File: src/rtl/ide_bridge_pkg.sv
package ide_bridge_pkg;
  // Region a bus cycle falls into
  typedef enum logic [1:0] {
    RGN_NONE   = 2'd0,
    RGN_LEGACY = 2'd1,
    RGN_PAIRED = 2'd2,
    RGN_ROM    = 2'd3
  } region_e;

  localparam int HOST_W = 8;
  localparam int REG_W  = 3;
endpackage

File: src/rtl/ide_addr_decode.sv
module ide_addr_decode #(
  parameter int ADDR_W       = 20,
  parameter int SW_W         = 4,
  parameter int IO_BASE_BIT  = 5,
  parameter int ROM_BASE_BIT = 14
) (
  input  logic [ADDR_W-1:0] addr,
  input  logic [SW_W-1:0]   io_sw,
  input  logic [SW_W-1:0]   rom_sw,
  output logic              io_lo_hit,
  output logic              io_hi_hit,
  output logic              rom_hit
);
  localparam int IO_TOP  = IO_BASE_BIT + SW_W;   // fixed-one port bit
  localparam int ROM_TOP = ROM_BASE_BIT + SW_W;  // lowest all-ones bit

  logic io_win;
  logic upper_zero;

  // upper port bits must be idle; A(IO_TOP) set; switch match
  assign upper_zero = (addr[ADDR_W-1:IO_TOP+1] == '0);
  assign io_win     = upper_zero && addr[IO_TOP] &&
                      (addr[IO_TOP-1:IO_BASE_BIT] == io_sw);
  assign io_lo_hit  = io_win && !addr[IO_BASE_BIT-1];
  assign io_hi_hit  = io_win &&  addr[IO_BASE_BIT-1];

  assign rom_hit = (&addr[ADDR_W-1:ROM_TOP]) &&
                   !addr[ROM_BASE_BIT-1] &&
                   (addr[ROM_TOP-1:ROM_BASE_BIT] == rom_sw);
endmodule

File: src/rtl/ide_pair_ctrl.sv
module ide_pair_ctrl #(
  parameter int HOST_W = 8
) (
  input  logic              clk,
  input  logic              rst_n,
  input  logic              hi_acc,     // paired-half access this cycle
  input  logic              lo_acc,     // legacy-half access this cycle
  input  logic              rd_first,   // low-phase paired read
  input  logic              wr_first,   // low-phase paired write
  input  logic [HOST_W-1:0] drv_hi_in,
  input  logic [HOST_W-1:0] host_wdata,
  output logic              phase_hi,
  output logic [HOST_W-1:0] rd_keep,
  output logic [HOST_W-1:0] wr_keep
);
  always_ff @(posedge clk) begin
    if (!rst_n) begin
      phase_hi <= 1'b0;
      rd_keep  <= '0;
      wr_keep  <= '0;
    end else begin
      if (lo_acc)      phase_hi <= 1'b0;
      else if (hi_acc) phase_hi <= !phase_hi;
      if (rd_first) rd_keep <= drv_hi_in;
      if (wr_first) wr_keep <= host_wdata;
    end
  end
endmodule

File: src/rtl/ide_datapath.sv
module ide_datapath
  import ide_bridge_pkg::*;
#(
  parameter int HOST_W = 8
) (
  input  region_e             rgn,
  input  logic                rd_cyc,
  input  logic                wr_cyc,
  input  logic                phase_hi,
  input  logic [3:0]          port_lo,
  input  logic [HOST_W-1:0]   host_wdata,
  input  logic [2*HOST_W-1:0] drv_rdata,
  input  logic [HOST_W-1:0]   rd_keep,
  input  logic [HOST_W-1:0]   wr_keep,
  output logic [HOST_W-1:0]   host_rdata,
  output logic [REG_W-1:0]    drv_addr,
  output logic                drv_cs0,
  output logic                drv_cs1,
  output logic                drv_rd,
  output logic                drv_wr,
  output logic [2*HOST_W-1:0] drv_wdata
);
  logic leg, par;
  assign leg = (rgn == RGN_LEGACY) && (rd_cyc || wr_cyc);
  assign par = (rgn == RGN_PAIRED) && (rd_cyc || wr_cyc);

  always_comb begin
    host_rdata = '0;
    drv_addr   = '0;
    drv_cs0    = 1'b0;
    drv_cs1    = 1'b0;
    drv_rd     = 1'b0;
    drv_wr     = 1'b0;
    drv_wdata  = '0;
    if (leg) begin
      drv_addr = port_lo[REG_W-1:0];
      drv_cs0  = !port_lo[3];
      drv_cs1  = port_lo[3];
      if (rd_cyc) begin
        drv_rd     = 1'b1;
        host_rdata = drv_rdata[HOST_W-1:0];
      end else begin
        drv_wr    = 1'b1;
        drv_wdata = {{HOST_W{1'b0}}, host_wdata};
      end
    end else if (par) begin
      drv_cs0 = 1'b1;
      if (rd_cyc) begin
        if (!phase_hi) begin
          drv_rd     = 1'b1;
          host_rdata = drv_rdata[HOST_W-1:0];
        end else begin
          host_rdata = rd_keep;
        end
      end else if (phase_hi) begin
        drv_wr    = 1'b1;
        drv_wdata = {host_wdata, wr_keep};
      end
    end
  end
endmodule

File: src/rtl/ide_pair_bridge.sv
module ide_pair_bridge
  import ide_bridge_pkg::*;
#(
  parameter int ADDR_W = 20,
  parameter int SW_W   = 4
) (
  input  logic                clk,
  input  logic                rst_n,
  input  logic [ADDR_W-1:0]   addr,
  input  logic                ior,
  input  logic                iow,
  input  logic                memr,
  input  logic [HOST_W-1:0]   host_wdata,
  output logic [HOST_W-1:0]   host_rdata,
  input  logic [SW_W-1:0]     io_sw,
  input  logic [SW_W-1:0]     rom_sw,
  output logic [REG_W-1:0]    drv_addr,
  output logic                drv_cs0,
  output logic                drv_cs1,
  output logic                drv_rd,
  output logic                drv_wr,
  output logic [2*HOST_W-1:0] drv_wdata,
  input  logic [2*HOST_W-1:0] drv_rdata,
  output logic                rom_ce
);
  logic io_lo_hit, io_hi_hit, rom_hit;
  logic rd_cyc, wr_cyc, lo_acc, hi_acc, phase_hi;
  logic [HOST_W-1:0] rd_keep, wr_keep;
  region_e rgn;

  ide_addr_decode #(.ADDR_W(ADDR_W), .SW_W(SW_W)) u_dec (
    .addr(addr), .io_sw(io_sw), .rom_sw(rom_sw),
    .io_lo_hit(io_lo_hit), .io_hi_hit(io_hi_hit), .rom_hit(rom_hit)
  );

  assign rd_cyc = ior;
  assign wr_cyc = iow && !ior;
  assign lo_acc = io_lo_hit && (rd_cyc || wr_cyc);
  assign hi_acc = io_hi_hit && (rd_cyc || wr_cyc);

  always_comb begin
    if (io_lo_hit)      rgn = RGN_LEGACY;
    else if (io_hi_hit) rgn = RGN_PAIRED;
    else if (rom_hit)   rgn = RGN_ROM;
    else                rgn = RGN_NONE;
  end

  ide_pair_ctrl #(.HOST_W(HOST_W)) u_ctrl (
    .clk(clk), .rst_n(rst_n), .hi_acc(hi_acc), .lo_acc(lo_acc),
    .rd_first(hi_acc && rd_cyc && !phase_hi),
    .wr_first(hi_acc && wr_cyc && !phase_hi),
    .drv_hi_in(drv_rdata[2*HOST_W-1:HOST_W]), .host_wdata(host_wdata),
    .phase_hi(phase_hi), .rd_keep(rd_keep), .wr_keep(wr_keep)
  );

  ide_datapath #(.HOST_W(HOST_W)) u_dp (
    .rgn(rgn), .rd_cyc(rd_cyc), .wr_cyc(wr_cyc), .phase_hi(phase_hi),
    .port_lo(addr[3:0]), .host_wdata(host_wdata), .drv_rdata(drv_rdata),
    .rd_keep(rd_keep), .wr_keep(wr_keep), .host_rdata(host_rdata),
    .drv_addr(drv_addr), .drv_cs0(drv_cs0), .drv_cs1(drv_cs1),
    .drv_rd(drv_rd), .drv_wr(drv_wr), .drv_wdata(drv_wdata)
  );

  assign rom_ce = memr && rom_hit;
endmodule

File: config.mk
export PLATFORM = sky130hd
export DESIGN_NAME = ide_pair_bridge
export DESIGN_NICKNAME = d
export VERILOG_FILES = /design/src/rtl/ide_bridge_pkg.sv /design/src/rtl/ide_addr_decode.sv /design/src/rtl/ide_pair_ctrl.sv /design/src/rtl/ide_datapath.sv /design/src/rtl/ide_pair_bridge.sv
export SDC_FILE = /design/constraint.sdc
export NUM_CORES = 1
export LEC_CHECK = 0
export CORE_MARGIN = 10
export CORE_UTILIZATION = 38
export DETAILED_ROUTE_END_ITERATION = 10
export PLACE_DENSITY_LB_ADDON = 0.08
export SYNTH_ARGS = -nofsm -noshare
export SYNTH_HDL_FRONTEND = slang
export SYNTH_HIERARCHICAL = 1
export SYNTH_SLANG_ARGS = --single-unit
File: constraint.sdc
create_clock -name clk -period 2.83 [get_ports clk]
set_clock_uncertainty 0.05 [all_clocks]
set_input_delay 0.566 -clock clk [delete_from_list [all_inputs] [get_ports clk]]
set_output_delay 0.566 -clock clk [all_outputs]
set_load 0.005 [all_outputs]
==> run_results.csv, run 1 <==
group,metric,value,unit
status,outcome,"complete, but fails checks",
status,failed_checks,"negative setup slack",
finish,utilization,74.2,%
timing,timing.final.max_slew_violations,0,
power_and_ir_drop,ir_drop,0.174,mV
placement,place.gp.congestion,0.787,
synthesis,synth_area_leaders,"dfxtp_1 23%, mux2i_1 16%, nor2b_1 7.3%",
placement,post-place-ws,-890,ps
placement,place_area,2420,um2
detailed_routing,postRouteAntennaNets,0,
global_routing,antenna_found_initial,0,
timing,min_period,2940,ps
synthesis,synth_edf_count,0,
die,core_area,3690,um2
synthesis,synthesis.nets,225,
global_routing,grt_use_total,15.3,%
timing,worst_pin_slew,510,ps
synthesis,ys_seq_elements,17,
synthesis,yosysTopAreaCell,"dfxtp_1",
finish,diodes,0,
synthesis,yosysSeqAreaShare,23.2,%
critical_path,cpLargestDelayFamily,"simple AND/OR/NAND/NOR gates",
timing,fin_ws,-111,ps
critical_path,path_cells,"buf_6 -> or3b_4 -> nor4_4 -> buf_4 -> nor2_4 -> nor2_4 -> buf_4 -> nand3b_4 -> buf_6 -> o22ai_2 -> buf_2",
critical_path,crit_slowest_cell,"or3b_4",
die,die_x,82.1,um
finish,nNetsFinal,333,
power_and_ir_drop,powerDensity,213,nW/um2
detailed_routing,vias_per_cell,5.07,
critical_path,cp_data_required_time,2210,ps
power_and_ir_drop,p_leak,1.08,nW
global_routing,grt.overflow.total,0,
global_routing,grt_max_degree,18,
synthesis,yosys-top-cells-count,"24 x mux2i_1, 17 x dfxtp_1, 17 x nor2b_1",
detailed_routing,drt_iter0_markers,52,
synthesis,netlist_instances,168,
timing,max_freq,340,MHz
critical_path,critical_path.startpoint_type,"input port",
synthesis,async_flop_share,0,%
critical_path,cp.arrival,2320,ps
clocking,clockBufferDepth,2,
timing,max_slew_margin,65.9,%
detailed_routing,vias,1636,
timing,grt_setup_unrepaired,"true",
timing,period_share,104,%
finish,drive_gt1_share,47.3,%
detailed_routing,drc_errors,0,
synthesis,yosysWarnings,6,
detailed_routing,wl_per_cell,16.6,um
die,rows,22,
synthesis,synthFlopType,"dfxtp_1",
clocking,cts_sinks,17,
die,die_area,6730,um2
placement,io_buffers,88,
critical_path,crit_path_end_kind,"primary output",
job,drv_cap,0,
placement,hpwlAfterDp,3750,um
clocking,hold_buffers,0,
synthesis,synth_cell_types,35,
clocking,cts-root-buf,"clkbuf_8",
critical_path,worst-path-buf-inv,5,
finish,stdcell_area,2740,um2
die,start_util,39.7,%
global_routing,grt_pass1_vias,1748,
critical_path,slowest_delay,400,ps
clocking,htree_levels,1,
clocking,cts_buffers,3,
synthesis,synth_top_area_share,23.2,%
min_path,min_path_type,"reg2reg",
die,fp.dieH,82.1,um
timing,timing.hold.ws,468,ps
clocking,cts_tree,"done",
detailed_routing,wl,5350,um
critical_path,critPathKind,"in2out",
timing,setup_viol,31,
die,io-pin-count,89,
synthesis,syn_avg_cell_area,8.71,um2
synthesis,synth_most_common_cell,"mux2i_1",
detailed_routing,dr.pass1.iters,4,
global_routing,grt_pass1_wl,8470,um
critical_path,cp_max_fo,5,
synthesis,syn-cell-area,1460,um2
timing,finalHoldViolations,0,
clocking,cts.clk_slew.worst_paths,70,ps
finish,area_growth,86.9,%
clocking,clk_latency,240,ps
layer usage:
| metal | global-route usage (%) | routed length, um | vias to the layer above |
|---|---|---|---|
| met4 | 2.55 | 17 | 0 |
| met5 | 0 | 0 | - |
| met3 | 5.02 | 438 | 2 |
| met2 | 27.4 | 2750 | 52 |
| li1 | - | - | 820 |
| met1 | 17.4 | 2150 | 762 |
stage by stage:
stage | TNS [ps] | cells | total power, mW
after floorplan | 0 | 168 | 0.284
after global placement | -26120 | 307 | 0.382
after detailed placement | -26670 | 307 | 0.383
after CTS | -1120 | 321 | 0.577
after global routing | -6270 | 323 | 0.614
final | -2420 | 323 | 0.583
layout make-up:
| cell class | count | area [um2] |
|---|---|---|
| timing repair buffer | 113 | 913 |
| clock inverter | 1 | 5.00 |
| clock buffer | 3 | 41.3 |
| sequential | 17 | 340 |
| tap | 48 | 60.1 |
| inverter | 10 | 37.5 |
| fill | 281 | 952 |
| multi-input combinational | 131 | 1340 |
cells by family (layout without fill, tap and decap cells):
group / count (synthesis) / after routing / synth area share [%]
and+or+nand+nor: 76 / 77 / 35.4
muxes: 24 / 24 / 16.4
buffers and inverters: 22 / 127 / 9.31
AOI/OAI and AO/OA: 20 / 21 / 10.3
DFF: 17 / 17 / 23.2
xor gates and xnor gates: 9 / 9 / 5.38
state kept, by name (all words and copies together) (netlist names):
signal	count
u_ctrl/phase_hi	1
u_ctrl/rd_keep	8
u_ctrl/wr_keep	8
what timing repair did:
item	in CTS	in global routing
buffers inserted	8	2
pin swaps	34	9
setup endpoints to repair	32	32
cloned	3	0
resized for setup	253	20
final timing paths:
kind                            slack (ps)                 to               from  cells after the start
worst max-delay path                  -110      host_rdata[3]           addr[18]                     11
worst min-delay path                   470  u_ctrl/wr_keep[5]  u_ctrl/wr_keep[5]                      2
worst max register to register        1490  u_ctrl/wr_keep[0]    u_ctrl/phase_hi                      4
worst min register to register         470  u_ctrl/wr_keep[5]  u_ctrl/wr_keep[5]                      2
where the power goes:
group	internal, mW	total, mW	switching, mW	leakage, nW
registers	0.239	0.239	0.00000242	0.137
clock network	0.0974	0.177	0.0797	0.0255
logic	0.101	0.166	0.0650	0.921
placed cells by master, fill, tap and decap left out, types with 7 or more instances in the layout:
master and count:
buf_2 37, buf_4 18, buf_6 16, clkdlybuf4s50_1 33, dfxtp_1 17, inv_1 9
mux2i_1 24, nand2_1 7, nand4b_1 8, nor2b_1 17
tightest hold or removal path: stages (launching register included):
cell	delay, ps
dfxtp_1	330
mux2i_1	60
nor2b_1	90
(Power assumes the default switching activity.)
==> run 2, diff against run 1 <==
--- a/config.mk
+++ b/config.mk
@@ -5,9 +5,11 @@
 export SDC_FILE = /design/constraint.sdc
 export NUM_CORES = 1
 export LEC_CHECK = 0
+export ABC_AREA = 0
 export CORE_MARGIN = 10
-export CORE_UTILIZATION = 38
+export CORE_UTILIZATION = 60
 export DETAILED_ROUTE_END_ITERATION = 10
+export DONT_BUFFER_PORTS = 1
 export PLACE_DENSITY_LB_ADDON = 0.08
 export SYNTH_ARGS = -nofsm -noshare
 export SYNTH_HDL_FRONTEND = slang
==> run 2 against run 1 <==
  * The run now ends clean
  * Non-clock buffer count is 98 lower
  * Clock power is 21% lower
  * Die area is 28% lower
  * Via count is 22% lower
  * Final cell count is 37% lower
  * Count of clock-buffer cells in the layout stayed put
  * Sequential power hardly changed
  * Utilization is 4.4 points higher
  * Total power is 25% lower
  * Wire length is 16% lower
  * Sequential share of layout area is 6.6 points higher
  * Final area is 35% lower
  * Critical path type unchanged
  * Critical endpoint is now drv_cs0
  * Largest cell class unchanged
  * Largest power group unchanged
==> run_results.csv, run 2 (synthesized netlist as in run 1, its figures left out) <==
group,metric,value,unit
die,rows,17,
global_routing,grt_max_degree,18,
placement,place.gp.congestion,0.761,
global_routing,grt_use_total,15.3,%
detailed_routing,postRouteAntennaNets,0,
clocking,clk_latency,300,ps
timing,timing.hold.ws,334,ps
finish,utilization,78.6,%
timing,setup_viol,0,
timing,period_share,98.9,%
power_and_ir_drop,powerDensity,244,nW/um2
die,fp.dieH,69.4,um
critical_path,timing.rr.end,"u_ctrl/rd_keep[2]",
critical_path,critical_path.startpoint_type,"input port",
clocking,htree_levels,1,
global_routing,grt.busiest_layer,"met2",
clocking,cts_sinks,17,
critical_path,r2r_setup_slack,1240,ps
clocking,cts_buffers,3,
finish,layout_commonest_cell,"mux2i_1",
die,die_x,69.4,um
global_routing,antenna_found_initial,0,
critical_path,rr_worst_depth,5,
global_routing,grt.overflow.total,0,
timing,worst_pin_slew,576,ps
critical_path,cp_max_fo,6,
status,outcome,"completed",
finish,top_regs,"u_ctrl/rd_keep (8), u_ctrl/wr_keep (8), u_ctrl/phase_hi (1)",
min_path,hold_path_end,"u_ctrl/rd_keep[7]",
detailed_routing,drt_iter0_markers,103,
finish,drive_gt1_share,35.2,%
clocking,cts.clk_slew.worst_paths,110,ps
finish,nNetsFinal,234,
placement,post-place-cells,192,
critical_path,cp_data_required_time,2210,ps
detailed_routing,drc_errors,0,
timing,max_slew_margin,61.6,%
critical_path,critPathKind,"in2out",
power_and_ir_drop,ir_drop,0.353,mV
timing,finalHoldViolations,0,
power_and_ir_drop,p_leak,0.531,nW
job,drv_cap,0,
die,start_util,64.3,%
detailed_routing,vias_per_cell,6.23,
detailed_routing,wl_per_cell,22.0,um
min_path,min_path_type,"in2reg",
placement,io_buffers,0,
min_path,min_path_cells,1,
timing,timing.final.max_slew_violations,0,
global_routing,grt_use_met3,8.42,%
global_routing,use_met2,26.1,%
finish,diodes,0,
critical_path,crit_path_end_kind,"primary output",
finish,layout_common_cells,"24 x mux2i_1, 17 x nor2b_1, 17 x dfxtp_1, 13 x buf_4, 9 x nand2_1",
detailed_routing,wl,4490,um
die,core_area,2280,um2
global_routing,grt_pass1_wl,6370,um
detailed_routing,vias,1271,
clocking,cts_tree,"done",
die,io-pin-count,89,
clocking,hold_buffers,0,
timing,min_period,2800,ps
finish,instances_no_fill,204,
placement,hpwlAfterDp,3150,um
critical_path,r2r-start,"u_ctrl/phase_hi",
detailed_routing,dr.pass1.iters,4,
global_routing,grt.met1_usage,16.3,%
critical_path,cp.arrival,2180,ps
clocking,cts-root-buf,"clkbuf_4",
finish,area_growth,22.1,%
timing,max_freq,357,MHz
global_routing,grt_pass1_vias,1267,
finish,fill_cells,158,
clocking,clockBufferDepth,2,
min_path,min_from,"rst_n",
die,die_area,4820,um2
run 2: cell types whose count changed in the layout (fill, tap and decap cells not counted), moves of 4 or more:
cell / previous run / this run
clkdlybuf4s50_1: 33 / 0
clkdlybuf4s15_1: 4 / 0
xnor2_2: 6 / 0
buf_4: 18 / 13
xnor2_1: 1 / 8
buf_6: 16 / 1
buf_2: 37 / 0
run 2: final cells by class:
class	count	area, um2	area share (%)
inverter	10	37.5	2.10
sequential	17	340	19.0
tap	28	35.0	1.96
clock buffer	3	22.5	1.26
multi-input combinational	130	1220	68.2
timing repair buffer	15	129	7.21
clock inverter	1	5.00	0.280
run 2: metal layers:
layer  up-vias  share of wire [%]  wire length (um)
met4         0                1.2                54
met5         -                  0                 0
met2        56                 52              2320
met3         6                 10               447
met1       590                 37              1670
li1        619                  -                 -
run 2: critical path: stages:
cell and delay, ps:
or3_4 380, nor4_4 310, nor2_1 80, buf_6 140, buf_4 140, or3b_1 390, a21oi_2 170
run 2: how the worst max path moves through the flow:
stage | to | cells after the start | startpoint | slack [ps]
after CTS | drv_wdata[9] | 8 | addr[15] | 6
after detailed placement | drv_wdata[9] | 8 | addr[15] | 10
after global placement | drv_wdata[9] | 7 | addr[19] | 70
after global routing | drv_wdata[7] | 7 | addr[19] | -30
final | drv_cs0 | 7 | addr[19] | 30
after floorplan | host_rdata[6] | 7 | addr[19] | 90
run 2: repair_timing:
item,4_1_cts,5_1_grt
endpoints found under the setup margin,0,31
setup buffers,0,7
resized for setup,0,44
run 2: power breakdown:
part / switching, mW / internal [mW] / leakage [nW]
clock network: 0.0872 / 0.0528 / 0.0177
registers: 0.00000241 / 0.239 / 0.137
logic: 0.0282 / 0.0293 / 0.377
total: 0.115 / 0.321 / 0.531
run 2: stage by stage:
step / total power [mW] / worst slack [ps] / cell area, um2 / TNS [ps]
after global routing: 0.456 / -34.5 / 1790 / -215
final: 0.437 / 30.3 / 1790 / 0
after detailed placement: 0.286 / 12.5 / 1460 / 0
after floorplan: 0.284 / 93.3 / 1460 / 0
after CTS: 0.421 / 6.19 / 1490 / 0
after global placement: 0.285 / 72.0 / 1460 / 0
